--- config.mk ---
export PLATFORM = sky130hd
export DESIGN_NAME = lsu_lane_unit
export DESIGN_NICKNAME = d
export VERILOG_FILES = /design/src/rtl/lsu_pkg.sv /design/src/rtl/lsu_ea_gen.sv /design/src/rtl/lsu_lane_map.sv /design/src/rtl/lsu_load_ext.sv /design/src/rtl/lsu_lane_unit.sv
export SDC_FILE = /design/constraint.sdc
export NUM_CORES = 1
export LEC_CHECK = 0
export BUFFER_PORTS_ARGS = -buffer_cell sky130_fd_sc_hd__buf_2
export CORE_MARGIN = 3
export CORE_UTILIZATION = 48
export DETAILED_ROUTE_END_ITERATION = 8
export MAX_ROUTING_LAYER = met4
export PLACE_DENSITY = 0.74
export SETUP_SLACK_MARGIN = 0.02
export SYNTH_ARGS = -nofsm -noshare
export SYNTH_HDL_FRONTEND = slang
export SYNTH_HIERARCHICAL = 1
export SYNTH_SLANG_ARGS = --single-unit
--- constraint.sdc ---
create_clock -name clk -period 13.7 [get_ports clk]
set_input_delay 2.74 -clock clk [delete_from_list [all_inputs] [get_ports clk]]
set_output_delay 2.74 -clock clk [all_outputs]
set_load 0.03 [all_outputs]
--- src/rtl/lsu_pkg.sv ---
package lsu_pkg;
  typedef enum logic [1:0] {
    SZ_BYTE = 2'b00,
    SZ_HALF = 2'b01,
    SZ_WORD = 2'b10,
    SZ_WRD2 = 2'b11
  } acc_size_e;
endpackage

--- src/rtl/lsu_ea_gen.sv ---
module lsu_ea_gen #(
  parameter int ADDR_W = 32,
  parameter int IMM_W  = 12
) (
  input  logic [ADDR_W-1:0] base,
  input  logic [IMM_W-1:0]  imm_off,
  input  logic [ADDR_W-1:0] reg_off,
  input  logic              off_is_reg,
  input  logic              off_sub,
  input  logic              pre_index,
  input  logic              wb_req,
  output logic [ADDR_W-1:0] acc_addr,
  output logic [ADDR_W-1:0] upd_addr,
  output logic              wb_fire
);
  localparam int PAD_W = ADDR_W - IMM_W;

  logic [ADDR_W-1:0] off_val;
  logic [ADDR_W-1:0] moved;

  always_comb begin
    off_val  = off_is_reg ? reg_off : {{PAD_W{1'b0}}, imm_off};
    moved    = off_sub ? (base - off_val) : (base + off_val);
    acc_addr = pre_index ? moved : base;
    upd_addr = moved;
    wb_fire  = pre_index ? wb_req : 1'b1;
  end
endmodule

--- src/rtl/lsu_lane_map.sv ---
module lsu_lane_map
  import lsu_pkg::*;
#(
  parameter int DATA_W = 32
) (
  input  logic [$clog2(DATA_W/8)-1:0] lane_addr,
  input  acc_size_e                   size,
  input  logic                        big_end,
  input  logic [DATA_W-1:0]           st_val,
  output logic [DATA_W/8-1:0]         lane_en,
  output logic [DATA_W-1:0]           bus_data
);
  localparam int NB     = DATA_W / 8;
  localparam int LANE_W = $clog2(NB);

  logic [LANE_W-1:0] byte_sel;
  logic [LANE_W-1:0] half_base;

  always_comb begin
    byte_sel  = big_end ? ~lane_addr : lane_addr;
    half_base = {byte_sel[LANE_W-1:1], 1'b0};
    case (size)
      SZ_BYTE: begin
        lane_en  = {{(NB-1){1'b0}}, 1'b1} << byte_sel;
        bus_data = {NB{st_val[7:0]}};
      end
      SZ_HALF: begin
        lane_en  = {{(NB-2){1'b0}}, 2'b11} << half_base;
        bus_data = {(NB/2){st_val[15:0]}};
      end
      default: begin
        lane_en  = {NB{1'b1}};
        bus_data = st_val;
      end
    endcase
  end
endmodule

--- src/rtl/lsu_load_ext.sv ---
module lsu_load_ext
  import lsu_pkg::*;
#(
  parameter int DATA_W = 32
) (
  input  logic [$clog2(DATA_W/8)-1:0] lane_addr,
  input  acc_size_e                   size,
  input  logic                        big_end,
  input  logic [DATA_W-1:0]           bus_word,
  output logic [DATA_W-1:0]           reg_val
);
  localparam int NB     = DATA_W / 8;
  localparam int LANE_W = $clog2(NB);

  logic [LANE_W-1:0] byte_sel;
  logic [LANE_W-1:0] half_base;
  logic [DATA_W-1:0] shifted_b;
  logic [DATA_W-1:0] shifted_h;

  always_comb begin
    byte_sel  = big_end ? ~lane_addr : lane_addr;
    half_base = {byte_sel[LANE_W-1:1], 1'b0};
    shifted_b = bus_word >> {byte_sel, 3'b000};
    shifted_h = bus_word >> {half_base, 3'b000};
    case (size)
      SZ_BYTE: reg_val = {{(DATA_W-8){1'b0}}, shifted_b[7:0]};
      SZ_HALF: reg_val = {{(DATA_W-16){1'b0}}, shifted_h[15:0]};
      default: reg_val = bus_word;
    endcase
  end
endmodule

--- src/rtl/lsu_lane_unit.sv ---
module lsu_lane_unit
  import lsu_pkg::*;
#(
  parameter int ADDR_W = 32,
  parameter int DATA_W = 32,
  parameter int IMM_W  = 12
) (
  input  logic                  clk,
  input  logic                  rst,
  input  logic                  endian_cfg,
  input  logic                  req_valid,
  input  logic                  is_store,
  input  logic [1:0]            size,
  input  logic [ADDR_W-1:0]     base,
  input  logic [IMM_W-1:0]      imm_off,
  input  logic [ADDR_W-1:0]     reg_off,
  input  logic                  off_is_reg,
  input  logic                  off_sub,
  input  logic                  pre_index,
  input  logic                  wb_req,
  input  logic [DATA_W-1:0]     st_data,
  input  logic [DATA_W-1:0]     rd_data,
  output logic                  acc_req,
  output logic                  acc_we,
  output logic [ADDR_W-1:0]     acc_addr,
  output logic [DATA_W/8-1:0]   acc_be,
  output logic [DATA_W-1:0]     acc_wdata,
  output logic                  wb_en,
  output logic [ADDR_W-1:0]     wb_value,
  output logic                  ld_valid,
  output logic [DATA_W-1:0]     ld_data
);
  localparam int NB     = DATA_W / 8;
  localparam int LANE_W = $clog2(NB);

  acc_size_e         size_in;
  logic              big_q;
  logic              pre_q;
  acc_size_e         sz_q;
  logic [LANE_W-1:0] lane_q;

  logic [ADDR_W-1:0] ea_acc;
  logic [ADDR_W-1:0] ea_upd;
  logic              ea_wb;
  logic [NB-1:0]     be_c;
  logic [DATA_W-1:0] wdata_c;
  logic [DATA_W-1:0] ext_c;

  assign size_in = acc_size_e'(size);

  lsu_ea_gen #(.ADDR_W(ADDR_W), .IMM_W(IMM_W)) u_ea (
    .base       (base),
    .imm_off    (imm_off),
    .reg_off    (reg_off),
    .off_is_reg (off_is_reg),
    .off_sub    (off_sub),
    .pre_index  (pre_index),
    .wb_req     (wb_req),
    .acc_addr   (ea_acc),
    .upd_addr   (ea_upd),
    .wb_fire    (ea_wb)
  );

  lsu_lane_map #(.DATA_W(DATA_W)) u_map (
    .lane_addr (ea_acc[LANE_W-1:0]),
    .size      (size_in),
    .big_end   (big_q),
    .st_val    (st_data),
    .lane_en   (be_c),
    .bus_data  (wdata_c)
  );

  lsu_load_ext #(.DATA_W(DATA_W)) u_ext (
    .lane_addr (lane_q),
    .size      (sz_q),
    .big_end   (big_q),
    .bus_word  (rd_data),
    .reg_val   (ext_c)
  );

  always_ff @(posedge clk) begin
    if (rst) begin
      big_q     <= endian_cfg;
      acc_req   <= 1'b0;
      acc_we    <= 1'b0;
      acc_addr  <= '0;
      acc_be    <= '0;
      acc_wdata <= '0;
      wb_en     <= 1'b0;
      wb_value  <= '0;
      ld_valid  <= 1'b0;
      ld_data   <= '0;
      pre_q     <= 1'b0;
      sz_q      <= SZ_WORD;
      lane_q    <= '0;
    end else begin
      acc_req  <= req_valid;
      ld_valid <= acc_req && !acc_we;
      if (acc_req && !acc_we) ld_data <= ext_c;
      if (req_valid) begin
        acc_we    <= is_store;
        acc_addr  <= ea_acc;
        acc_be    <= be_c;
        acc_wdata <= wdata_c;
        wb_en     <= ea_wb;
        wb_value  <= ea_upd;
        pre_q     <= pre_index;
        sz_q      <= size_in;
        lane_q    <= ea_acc[LANE_W-1:0];
      end else begin
        acc_we <= 1'b0;
        acc_be <= '0;
        wb_en  <= 1'b0;
      end
    end
  end


  endian_hold_chk: assert property (@(posedge clk) disable iff (rst)
    !$past(rst) |-> $stable(big_q));


  idle_quiet_chk: assert property (@(posedge clk) disable iff (rst)
    !acc_req |-> (acc_be == '0 && !wb_en && !acc_we));


  post_addr_chk: assert property (@(posedge clk) disable iff (rst)
    (req_valid && !pre_index) |=> (wb_en && acc_addr == $past(base)));


  pre_wb_chk: assert property (@(posedge clk) disable iff (rst)
    (acc_req && wb_en && pre_q) |-> (wb_value == acc_addr));


  byte_lane_chk: assert property (@(posedge clk) disable iff (rst)
    (acc_req && sz_q == SZ_BYTE) |-> $countones(acc_be) == 1);


  load_follow_chk: assert property (@(posedge clk) disable iff (rst)
    (acc_req && !acc_we) |=> ld_valid);


  zext_chk: assert property (@(posedge clk) disable iff (rst)
    (ld_valid && sz_q == SZ_BYTE && !$past(req_valid)) |-> ld_data[DATA_W-1:8] == '0);
endmodule

## Yosys cells after proc, flatten, opt, wreduce, memory -nomap -nowiden

Index checks and enable logic that the tools add are counted.

| operators by class | value |
|---|---|
| reduce and logical (&&, ||, !) cells | 5 |
| add/sub/neg operators | 2 |
| shift operators | 4 |
| eq/ne operators | 2 |
| multiplexer cells | 9 |
| bitwise logic cells | 3 |

Operators with widths:

| kind | number |
|---|---|
| $pmux 32 s2 | 2 |
| $mux 32 | 3 |
| $add 32x32->32 | 1 |
| $shr 32x5->16 | 1 |
| $shr 32x5->8 | 1 |
| $sub 32x32->32 | 1 |
| $pmux 4 s2 | 1 |
| $eq 2x1->1 const B | 2 |
| $logic_not 2->1 | 2 |
| $mux 2 | 2 |
| $not 2->2 | 2 |
| $shl 1x2->4 const A | 1 |
| $shl 2x2->4 const A | 1 |
| $reduce_or 2->1 | 1 |
| $logic_and 1x1->1 | 1 |
| $logic_not 1->1 | 1 |
| $mux 1 | 1 |
| $not 1->1 | 1 |

| storage, ports and cells | value |
|---|---|
| input port bits | 151 |
| flip-flop bits (word level) | 141 |

## Longest topological paths before layout

Gate-level depths: netlist of run 1.

| depth | value |
|---|---|
| word-level depth | 8 |
| mapped depth | 24 |

## Modules after synthesis

Netlist of run 1, hierarchy kept.

Modules (own cells, without submodules):

| module | sequential area each (um^2) | cells each | times used | area each (um^2) |
|---|---|---|---|---|
| lsu_lane_unit | 2792.7 | 478 | 1 | 5147.4 |
| lsu_ea_gen | 0.0 | 492 | 1 | 3337.0 |
| lsu_lane_map | 0.0 | 62 | 1 | 536.8 |
| lsu_load_ext | 0.0 | 79 | 1 | 524.3 |

## Worst setup path after synthesis of run 1

Ideal clock, no wire load.

| timing path | value |
|---|---|
| kind | in2reg |
| from | input port off_is_reg |
| to | register acc_addr[30] |
| stages | 24 |
| path slack | 6.292 ns |
| library setup time | 0.117 ns |
| buffers on the path | 5 |
| data arrival time | 7.291 ns |
| path through | clkbuf_1 -> buf_2 -> clkbuf_1 -> buf_1 -> mux2i_1 -> ha_1 -> o21a_1 -> and4_1 -> a21oi_1 -> or2_2 -> o21ai_0 -> a31o_2 -> ha_1 -> clkbuf_1 -> nand2_1 -> o211ai_1 -> a21oi_1 -> or3_1 -> o311ai_1 -> o221a_2 -> xor2_1 -> mux2_2 -> mux2i_1 -> nor2_1 |

| between the ends | value |
|---|---|
| longest elaborated chain between the ends | 4 |

RTL lines:

| item | RTL line | source |
|---|---|---|
| start, declared | lsu_lane_unit.sv:17 | `input logic off_is_reg,` |
| $mux 32 * | lsu_ea_gen.sv:22 | `off_val = off_is_reg ? reg_off : {{PAD_W{1'b0}}, imm_off};` |
| $add 32x32->32 or $sub 32x32->32 (tied branches) | lsu_ea_gen.sv:23 | `moved = off_sub ? (base - off_val) : (base + off_val);` |
| $mux 32 * | lsu_ea_gen.sv:23 |  |
| via ea_upd[30] | lsu_lane_unit.sv:43 | `logic [ADDR_W-1:0] ea_upd;` |
| $mux 32 * | lsu_ea_gen.sv:24 | `acc_addr = pre_index ? moved : base;` |
| via ea_acc[30] | lsu_lane_unit.sv:42 | `logic [ADDR_W-1:0] ea_acc;` |
| end signal, assigned | lsu_lane_unit.sv:86 | `acc_addr <= '0;` |
| end signal, assigned | lsu_lane_unit.sv:102 | `acc_addr <= ea_acc;` |
| end, declared | lsu_lane_unit.sv:25 | `output logic [ADDR_W-1:0] acc_addr,` |

The timed path passes the listed nets; every way through them passes the cells marked *.
A chain may end at the register's enable or synchronous reset.

## Final worst setup path of run 1

Ends and elaborated chain as after synthesis.

==> results by group, run 1 <==
Route
  – Vias/cell: 5.534
  – Number of routed nets with antenna violations: 0
  – Remaining DRCs: 0
  – Iter 0 DRT Violations: 684
  – DRT Pass-1 Iters: 5
  – Average wire per standard cell: 17.38 um
  – Final WL: 28.14 mm
  – Via count: 8959

STA
  – Fmax: 139.4 MHz
  – Final hold vios: 0
  – Worst slew margin: 23.88%
  – Setup Total Neg Slack: 0 ns
  – Tmin final: 7.174 ns
  – Pins Over Slew Limit: 0
  – RSZ-0062 raised after global routing: false
  – Worst Tran Pin Value: 1.142 ns
  – Worst hold slack: 0.4613 ns
  – Clock skew: 0.009133 ns
  – Fin crit share: 52.37%
  – # setup viols final: 0

Setup path
  – Reg2reg start: big_q
  – FF-to-FF path depth: 5
  – Internal reg-to-reg setup slack: 11.40 ns
  – Crit Path Max Fanout: 59
  – CP Class: in2reg
  – R2R Path End: ld_data[6]
  – CP arrival: 7.46 ns
  – Critical path endpoint category: flop
  – Critical path startpoint: off_is_reg
  – Required time of the critical path: 13.99 ns
  – CP startpoint kind: input port

CTS
  – Root Driver: clkbuf_16
  – Setup bufs post-CTS: 0
  – CTS sink count: 139
  – CTS Buf Count: 17
  – CTS clk-pin slew, worst paths: 0.06 ns
  – CTS tree: built
  – Post-cts gate resize count: 0
  – Hold buffers post-CTS: 0
  – Clock buffer depth: 2
  – Htree depth: 4
  – Clk_lat worst skew: 0.43 ns

Synthesis
  – Post-Syn Nets: 1295
  – Top-area cell type share of the netlist area: 28.94%
  – Sequential-to-total area share from yosys stat: 29.26%
  – Synth Area in XOR/XNOR: 4.653%
  – Asr flop ratio synth: 0%
  – Post-Syn Instances: 1111
  – Yosys warning count: 6
  – FF+latch count, synth: 139
  – Syn avg cell area: 8.592 um^2
  – EDFF count, synth: 1
  – Compound-gate portion of the synthesized area: 16.10%
  – Simple-gate area share of the yosys netlist: 21.50%
  – Mapped Area: 9545 um^2
  – Netlist cell types: 81
  – Adder-Cell Fraction of Synth Area: 4.404%
  – Ys flop type: dfxtp_1
  – Largest family of logic cells by synthesized area: simple AND/OR/NAND/NOR gates
  – Leading area contributor after synthesis: dfxtp_1
  – Ranking of synthesized cells by area: dfxtp_1 29%, mux2i_1 13%, nor2_1 6.0%
  – Post-synthesis mux area share: 18.27%

GRT
  – GR Overflow Total: 0
  – Initial antenna violation count: 6
  – Vias in the first global route: 8532
  – First-pass GRT wire length: 44.17 mm
  – Total GRT Usage: 25.58%
  – Pin count of the biggest net entering global routing: 95

Min path
  – Hold Path Sink: ld_data[6]
  – WHS Path Cells: 2
  – Worst Hold Class: reg2reg
  – Hold Path Origin: ld_data[6]

Power and ir drop
  – Max VDD drop: 0.08081 mV
  – Pwr/cell area: 123.0 nW/um^2
  – Total power draw: 1414 uW
  – Leak pwr: 0.005437 uW

Layout
  – Core Util, Final: 60.09%
  – Final net count: 1525
  – Most common cell after layout, fill and taps aside: buf_2
  – # fillers: 1769
  – Most frequent cells in the layout: 284 x buf_2, 153 x nor2_1, 138 x dfxtp_1
  – Multi-input gate area: 6197 um^2
  – P&R area growth vs syn: 20.50%
  – Non-filler cells, final: 1619
  – Register area: 2793 um^2
  – Share of cells above drive strength 1: 27.37%

Floorplanning
  – Site Rows: 50
  – Core Region: 19140 um^2
  – Top-level I/O count: 287
  – Die height: 147.0 um
  – Die area: 21610 um^2
  – Initial Util: 49.86%
  – Die X: 147.0 um

Status
  – Outcome: completed

Placement
  – GPL Wtd Cong: 0.9921
  – DP Cell Count: 1582
  – IO Port Bufs: 286
  – DP HPWL: 20.88 mm

Run
  – Number of max-cap violations: 0
## kinds of logic after synthesis
group | count (synthesis)
adders and majority gates | 33
AOI/OAI and AO/OA | 235
xor gates and xnor gates | 49
buffers and inverters | 108
muxes | 167
and+or+nand+nor | 380
DFF | 139
## final cells by class
type,instances,area share [%]
Clock buffer,19,3.938
Clock inverter,11,1.164
Timing Repair Buffer,292,12.88
Tap cell,260,2.828
Multi-Input combinational cell,864,53.88
Sequential cell,139,24.28
Antenna cell,7,0.1523
Inverter,27,0.8811
## worst max-delay path, cell delays in order
cell and delay [ns]:
buf_2 0.07, buf_4 0.48, or4b_1 0.52, o22a_1 0.22, nor4_4 0.46, nor2_1 0.12, or2_0 0.36, o211ai_1 0.14
ha_1 0.34, a21oi_1 0.17, o21ai_0 0.19, o31ai_2 0.53, o311ai_1 0.19, o221a_2 0.28, xor2_1 0.16, mux2_2 0.28
mux2i_1 0.13, nor2_1 0.05
## stage by stage
| step | area (um^2) | setup slack [ns] |
|---|---|---|
| floorplan | 9545 | 6.292 |
| global placement | 10900 | 6.314 |
| global route | 11500 | 6.178 |
| finish | 11500 | 6.526 |
| detailed placement | 10900 | 6.133 |
| CTS | 11480 | 6.589 |
## worst max-delay path by stage
stage and endpoint:
3_3_place_gp acc_addr[30], 2_1_floorplan acc_addr[30], 4_1_cts acc_addr[30], 5_1_grt acc_addr[30], 3_5_place_dp acc_addr[30], 6_report acc_addr[30]
## synth_stat cells (4+ instances only)
cell type  count
nor2_1       153
dfxtp_1      138
mux2i_1      127
a21oi_1       51
o21ai_1       50
nand2b_1      49
nand2_1       48
clkbuf_1      33
ha_1          32
nand4bb_1     32
o21ai_0       27
and2_1        26
inv_1         26
mux2_2        26
xnor2_1       24
xor2_1        23
buf_4         20
o221ai_1      19
buf_2         16
a21o_1        15
nand3_1       13
nor3_1        11
o211ai_1      11
a31oi_1        8
mux2_1         8
nand4_1        7
or3_1          7
mux2_4         6
nor2b_1        6
o21a_1         6
a2bb2oi_1      4
and3_1         4
buf_1          4
buf_6          4
nor3b_1        4
nor4_1         4
o21bai_1       4
## flip-flops by register name, summed over array words and instances (netlist names)
| register | flops |
|---|---|
| ld_valid | 1 |
| acc_we | 1 |
| wb_value | 32 |
| wb_en | 1 |
| big_q | 1 |
| acc_wdata | 32 |
| acc_addr | 32 |
| ld_data | 32 |
| acc_be | 4 |
| acc_req | 1 |
| sz_q | 2 |
## routing by layer
| layer | wire length (um) | vias up | GRT usage, % | part of all wire [%] |
|---|---|---|---|---|
| li1 | - | 4447 | - | - |
| met1 | 12780 | 4182 | 33.16 | 45 |
| met2 | 12930 | 286 | 39.89 | 46 |
| met3 | 1720 | 44 | 5.367 | 6.1 |
| met4 | 704 | 0 | 8.760 | 2.5 |
| met5 | 0 | - | - | 0 |
## report_power, final
group | internal (uW) | switching, uW | leakage (uW)
sequential | 444 | 21.4 | 0.00115
combinational | 185 | 293 | 0.00400
clock | 279 | 192 | 0.000289
total | 908 | 506 | 0.00544
(Power assumes the default switching activity.)
==> run 2: changes to the inputs <==
==> constraint.sdc (replaced) <==
create_clock -name clk -period 6.9 [get_ports clk]
set_input_delay 1.38 -clock clk [delete_from_list [all_inputs] [get_ports clk]]
set_output_delay 1.38 -clock clk [all_outputs]
set_load 0.03 [all_outputs]
==> run 2 against run 1 <==
Critical path type unchanged. Largest power group unchanged. Sequential power up 98%. Critical path depth unchanged. Non-clock buffer count is the same. Global-route usage increased by 0.19 points. Combinational power rose by 99%.
==> results by group, run 2 (synthesis results as in run 1) <==
Route
  – Remaining DRCs: 0 (unchanged)
  – DRT Pass-1 Iters: 5 (unchanged)
  – Vias/cell: 5.642 (+1.9%)
  – Average wire per standard cell: 17.62 um (+1.3%)
  – Via count: 9128 (+1.9%)
  – Iter 0 DRT Violations: 481 (-30%)
  – Number of routed nets with antenna violations: 0 (unchanged)
  – Final WL: 28.50 mm (+1.3%)

Min path
  – Hold Path Origin: ld_data[6]
  – Worst Hold Class: reg2reg
  – Hold Path Sink: ld_data[6]
  – WHS Path Cells: 2 (unchanged)

Layout
  – Non-filler cells, final: 1618 (-0.062%)
  – Share of cells above drive strength 1: 27.40% (+0.033 points)
  – Register area: 2793 um^2 (unchanged)
  – Fin area: 11460 um^2 (-0.34%)
  – Most frequent cells in the layout: 284 x buf_2, 153 x nor2_1, 138 x dfxtp_1
  – Final net count: 1525 (unchanged)
  – Most common cell after layout, fill and taps aside: buf_2
  – Core Util, Final: 59.88% (-0.20 points)
  – # fillers: 1767 (-0.11%)
  – Multi-input gate area: 6197 um^2 (unchanged)
  – P&R area growth vs syn: 20.09%

Setup path
  – Reg2reg start: sz_q[1]
  – R2R Path End: ld_data[2]
  – Bufs and invs on worst path: 2 (unchanged)
  – CP top delay family: compound AO/OA/AOI/OAI gates
  – CP arrival: 5.98 ns (-1.48 ns)
  – Internal reg-to-reg setup slack: 4.58 ns (-6.82 ns)
  – Crit Path Max Fanout: 47 (-20%)
  – CP Class: in2reg
  – CP startpoint kind: input port
  – Crit path top cell by count: nor2_1
  – CP cell instances: buf_2 > buf_4 > nor4b_1 > o22ai_1 > nor4_4 > nor2_1 > or2_0 > o211ai_1 > ha_1 > a21oi_1 > o21ai_0 > o31ai_2 > o311ai_1 > o221a_2 > xor2_1 > mux2_2 > mux2i_1 > nor2_1
  – Required time of the critical path: 7.19 ns (-6.80 ns)
  – FF-to-FF path depth: 5 (unchanged)
  – Critical path endpoint category: flop
  – Crit-path slowest cell: o31ai_2
  – CP max stage delay: 0.55 ns (+0.02 ns)

Power and ir drop
  – Sequential power share: 33.3% (+0.4 points)
  – Leak pwr: 0.005424 uW (-0.24%)
  – Combinational share of power: 34.3% (+0.5 points)
  – Total power draw: 2775 uW (+96%)
  – Max VDD drop: 0.1641 mV (+100%)
  – Net Sw Frac: 37.87% (+2.1 points)
  – Internal power: 1724 uW (+90%)
  – Sw Pwr: 1051 uW (+110%)
  – Clock power share: 32.4% (-0.9 points)
  – Pwr/cell area: 242.1 nW/um^2 (+97%)

CTS
  – CTS Buf Count: 17 (unchanged)
  – CTS tree: built
  – Root Driver: clkbuf_16
  – Hold buffers post-CTS: 0 (unchanged)
  – CTS clk-pin slew, worst paths: 0.07 ns (about the same)
  – Setup bufs post-CTS: 0 (unchanged)
  – Post-cts gate resize count: 0 (unchanged)
  – Clock buffer depth: 2 (unchanged)
  – Htree depth: 4 (unchanged)
  – Clk_lat worst skew: 0.43 ns (about the same)
  – CTS sink count: 139 (unchanged)

Floorplanning
  – Die X: 147.0 um (unchanged)
  – Site Rows: 50 (unchanged)
  – Top-level I/O count: 287 (unchanged)
  – Die area: 21610 um^2 (unchanged)
  – Die height: 147.0 um (unchanged)
  – Initial Util: 49.86% (unchanged)
  – Core Region: 19140 um^2 (unchanged)

STA
  – Clock skew: 0.009300 ns (+0.0001668 ns)
  – Final hold vios: 0 (unchanged)
  – # setup viols final: 0 (unchanged)
  – RSZ-0062 raised after global routing: false
  – Fin crit share: 82.58%
  – Worst slew margin: 24.96% (+1.1 points)
  – Fmax: 175.5 MHz
  – Setup Total Neg Slack: 0 ns (unchanged)
  – Pins Over Slew Limit: 0 (unchanged)
  – Worst Tran Pin Value: 1.126 ns (-0.01629 ns)
  – Tmin final: 5.698 ns

GRT
  – GR Overflow Total: 0 (unchanged)
  – Pin count of the biggest net entering global routing: 92 (-3.2%)
  – Total GRT Usage: 25.77% (+0.19 points)
  – Initial antenna violation count: 3 (-3)
  – First-pass GRT wire length: 44.28 mm (+0.27%)
  – Vias in the first global route: 8521 (-0.13%)

Status
  – Outcome: completed

Placement
  – DP HPWL: 21.13 mm (+1.2%)
  – GPL Wtd Cong: 0.9585 (-3.4%)
  – IO Port Bufs: 286 (unchanged)
  – DP Cell Count: 1582 (unchanged)
  – Dpl cell area: 10900 um^2 (unchanged)

Run
  – Number of max-cap violations: 0 (unchanged)
==> run 2: changes by cell type in the layout (fill, tap and decap cells not counted), sizes merged <==
| cell | delta |
|---|---|
| inv | +4 |
| diode | -3 |
| bufinv | -2 |
| clkbuf | -1 |
| clkinv | +1 |
==> run 2: worst max path at each step <==
stage	slack (ns)	endpoint	startpoint	cells past startpoint
2_1_floorplan	0.85	acc_addr[30]	off_is_reg	24
3_3_place_gp	1.14	acc_addr[30]	off_is_reg	18
3_5_place_dp	0.93	acc_addr[30]	off_is_reg	18
4_1_cts	1.36	acc_addr[30]	off_is_reg	18
5_1_grt	0.96	acc_addr[30]	off_is_reg	18
6_report	1.20	acc_addr[30]	off_is_reg	18
==> run 2: area by class of cell <==
class	count	area share (%)
multi-input combinational	864	54.06
timing repair buffer	292	12.92
sequential	139	24.36
clock buffer	18	3.744
antenna	4	0.08732
inverter	27	0.8841
tap	260	2.838
clock inverter	14	1.102
==> run 2: routing by layer <==
| layer | vias up | wire [um] | track usage (%) |
|---|---|---|---|
| li1 | 4460 | - | - |
| met2 | 346 | 12910 | 39.53 |
| met3 | 59 | 2002 | 5.120 |
| met4 | 0 | 894 | 9.972 |
| met5 | - | 0 | - |
| met1 | 4263 | 12700 | 33.66 |
==> run 2: worst reg2reg max path, stage by stage (launching register included) <==
cell,delay (ns)
dfxtp_1,0.99
or2_1,0.40
nand2b_1,0.40
o221ai_1,0.17
nand4bb_1,0.13
o21ai_1,0.08
==> run 2: per-stage QoR <==
stage	setup WS (ns)	hold slack, ns
after floorplan	0.8521	0.4986
after global placement	1.138	0.4507
after detailed placement	0.9273	0.4509
after CTS	1.356	0.4639
after global routing	0.9581	0.4811
final	1.202	0.4616
==> run 2: power by group through the flow <==
stage	Combinational [uW]	Sequential, uW	Clock (uW)
2_1_floorplan	546	1080	0
3_3_place_gp	935	939	0
3_5_place_dp	943	940	0
4_1_cts	948	923	915
5_1_grt	1030	933	951
6_report	952	923	900
==> run 3: changes to the inputs <==
==> constraint.sdc (replaced) <==
create_clock -name clk -period 5.5 [get_ports clk]
set_input_delay 1.1 -clock clk [delete_from_list [all_inputs] [get_ports clk]]
set_output_delay 1.1 -clock clk [all_outputs]
set_load 0.03 [all_outputs]
==> run 3 against run 2 <==
Non-clock buffer count is 12 higher. Power grew 26%. Critical path depth did not move. Critical path type unchanged. Largest cell class unchanged.
==> results by group, run 3 (synthesis results as in run 1) <==
CTS
  – CTS Buf Count: 17 (unchanged)
  – Clk_lat worst skew: 0.42 ns (about the same)
  – CTS clk-pin slew, worst paths: 0.07 ns (about the same)
  – Setup bufs post-CTS: 0 (unchanged)
  – Htree depth: 4 (unchanged)
  – Root Driver: clkbuf_16
  – Clock buffer depth: 2 (unchanged)
  – Post-cts gate resize count: 0 (unchanged)
  – CTS tree: built
  – CTS sink count: 139 (unchanged)
  – Hold buffers post-CTS: 0 (unchanged)

Min path
  – Hold Path Origin: ld_data[21]
  – Worst Hold Class: reg2reg
  – WHS Path Cells: 2 (unchanged)
  – Hold Path Sink: ld_data[21]

Layout
  – Non-filler cells, final: 1626 (+0.49%)
  – Final net count: 1537 (+0.79%)
  – Fin area: 11570 um^2 (+0.92%)
  – Most frequent cells in the layout: 284 x buf_2, 153 x nor2_1, 138 x dfxtp_1
  – P&R area growth vs syn: 21.20%
  – Most common cell after layout, fill and taps aside: buf_2
  – Share of cells above drive strength 1: 27.99% (+0.59 points)

Power and ir drop
  – Max VDD drop: 0.2239 mV (+36%)
  – Pwr/cell area: 303.1 nW/um^2 (+25%)
  – Sequential power share: 33.1% (-0.2 points)
  – Net Sw Frac: 36.12% (-1.7 points)
  – Leak pwr: 0.005489 uW (+1.2%)
  – Internal power: 2240 uW (+30%)
  – Sw Pwr: 1267 uW (+21%)
  – Combinational share of power: 34.4% (about the same)
  – Clock power share: 32.6% (+0.2 points)

Floorplanning
  – Top-level I/O count: 287 (unchanged)
  – Site Rows: 50 (unchanged)
  – Initial Util: 49.86% (unchanged)
  – Die height: 147.0 um (unchanged)
  – Die X: 147.0 um (unchanged)
  – Core Region: 19140 um^2 (unchanged)
  – Die area: 21610 um^2 (unchanged)

Setup path
  – CP arrival: 5.41 ns (-0.57 ns)
  – FF-to-FF path depth: 5 (unchanged)
  – Critical path startpoint: off_is_reg
  – CP Class: in2reg
  – Required time of the critical path: 5.86 ns (-1.33 ns)
  – R2R Path End: ld_data[1]
  – CP startpoint kind: input port
  – Critical path endpoint category: flop
  – Crit Path Max Fanout: 9 (-81%)
  – Reg2reg start: sz_q[1]
  – Internal reg-to-reg setup slack: 3.20 ns (-1.38 ns)

STA
  – Setup Total Neg Slack: 0 ns (unchanged)
  – Worst Tran Pin Value: 1.173 ns (+0.04706 ns)
  – Tmin final: 5.046 ns
  – RSZ-0062 raised after global routing: false
  – Worst slew margin: 21.83% (-3.1 points)
  – Fin crit share: 91.74%
  – Fmax: 198.2 MHz
  – Clock skew: 0.009235 ns (-0.00006522 ns)
  – # setup viols final: 0 (unchanged)
  – Final hold vios: 0 (unchanged)
  – Pins Over Slew Limit: 0 (unchanged)

GRT
  – Total GRT Usage: 25.76% (about the same)
  – Vias in the first global route: 8570 (+0.58%)
  – Initial antenna violation count: 1 (-2)
  – GR Overflow Total: 0 (unchanged)
  – First-pass GRT wire length: 44.70 mm (+0.93%)
  – Pin count of the biggest net entering global routing: 131 (+42%)

Placement
  – DP HPWL: 21.10 mm (-0.13%)
  – Dpl cell area: 10990 um^2 (+0.83%)
  – DP Cell Count: 1594 (+0.76%)
  – GPL Wtd Cong: 0.9351 (-2.4%)
  – IO Port Bufs: 286 (unchanged)

Route
  – Remaining DRCs: 0 (unchanged)
  – DRT Pass-1 Iters: 5 (unchanged)
  – Vias/cell: 5.598 (-0.76%)
  – Via count: 9103 (-0.27%)
  – Final WL: 28.23 mm (-0.97%)
  – Iter 0 DRT Violations: 632 (+31%)
  – Number of routed nets with antenna violations: 0 (unchanged)
  – Average wire per standard cell: 17.36 um (-1.5%)

Run
  – Number of max-cap violations: 0 (unchanged)

Status
  – Outcome: completed
[run 3: worst max-delay path by stage]
stage	to	slack (ns)	cells past startpoint
final	acc_addr[31]	0.45	18
after global routing	acc_addr[30]	0.14	20
after CTS	acc_addr[30]	0.51	20
after detailed placement	acc_addr[30]	0.11	20
after global placement	acc_addr[31]	0.27	18
after floorplan	acc_addr[30]	0.05	24
[run 3: cell type report]
type / count / area (um^2)
Inverter: 27 / 101.3
Fill cell: 1755 / 7575
Multi-Input combinational cell: 864 / 6197
Clock inverter: 10 / 107.6
Sequential cell: 139 / 2793
Tap cell: 260 / 325.3
Antenna cell: 1 / 2.502
Clock buffer: 21 / 470.5
Timing Repair Buffer: 304 / 1572
[run 3: power groups by stage]
stage	clock network (uW)	logic, uW	registers [uW]
finish	1140	1200	1160
global route	1200	1310	1170
CTS	1160	1200	1160
detailed placement	0	1200	1180
global placement	0	1180	1180
floorplan	0	685	1360
[run 3: per-layer routing]
layer	vias up	global-route usage (%)	part of all wire, %
li1	4461	-	-
met1	4273	33.51	45
met2	321	40.61	47
met3	48	5.059	5.9
met4	0	8.155	2.2
met5	-	-	0
[run 3: per-stage QoR]
step / power, uW / hold WS, ns / setup WS, ns / utilization, %
CTS: 3524 / 0.4634 / 0.5142 / 60.42
global route: 3685 / 0.4790 / 0.1404 / 60.43
detailed placement: 2375 / 0.4519 / 0.1075 / 57.40
floorplan: 2045 / 0.4986 / 0.05317 / -
finish: 3506 / 0.4591 / 0.4541 / 60.43
global placement: 2358 / 0.4490 / 0.2702 / 57.40
[run 3: critical path, stage by stage]
cell and delay (ns):
buf_2 0.17, or4_1 0.58, o22ai_1 0.26, and4_1 0.34, nand2b_1 0.10, mux2i_1 0.13
a221o_1 0.31, ha_1 0.36, a21oi_1 0.29, nor2_1 0.09, nor3_1 0.17, o21ai_1 0.11
a211oi_1 0.53, o221ai_2 0.23, a2111o_1 0.39, nand3_1 0.07, mux2i_1 0.07, nor2_1 0.10
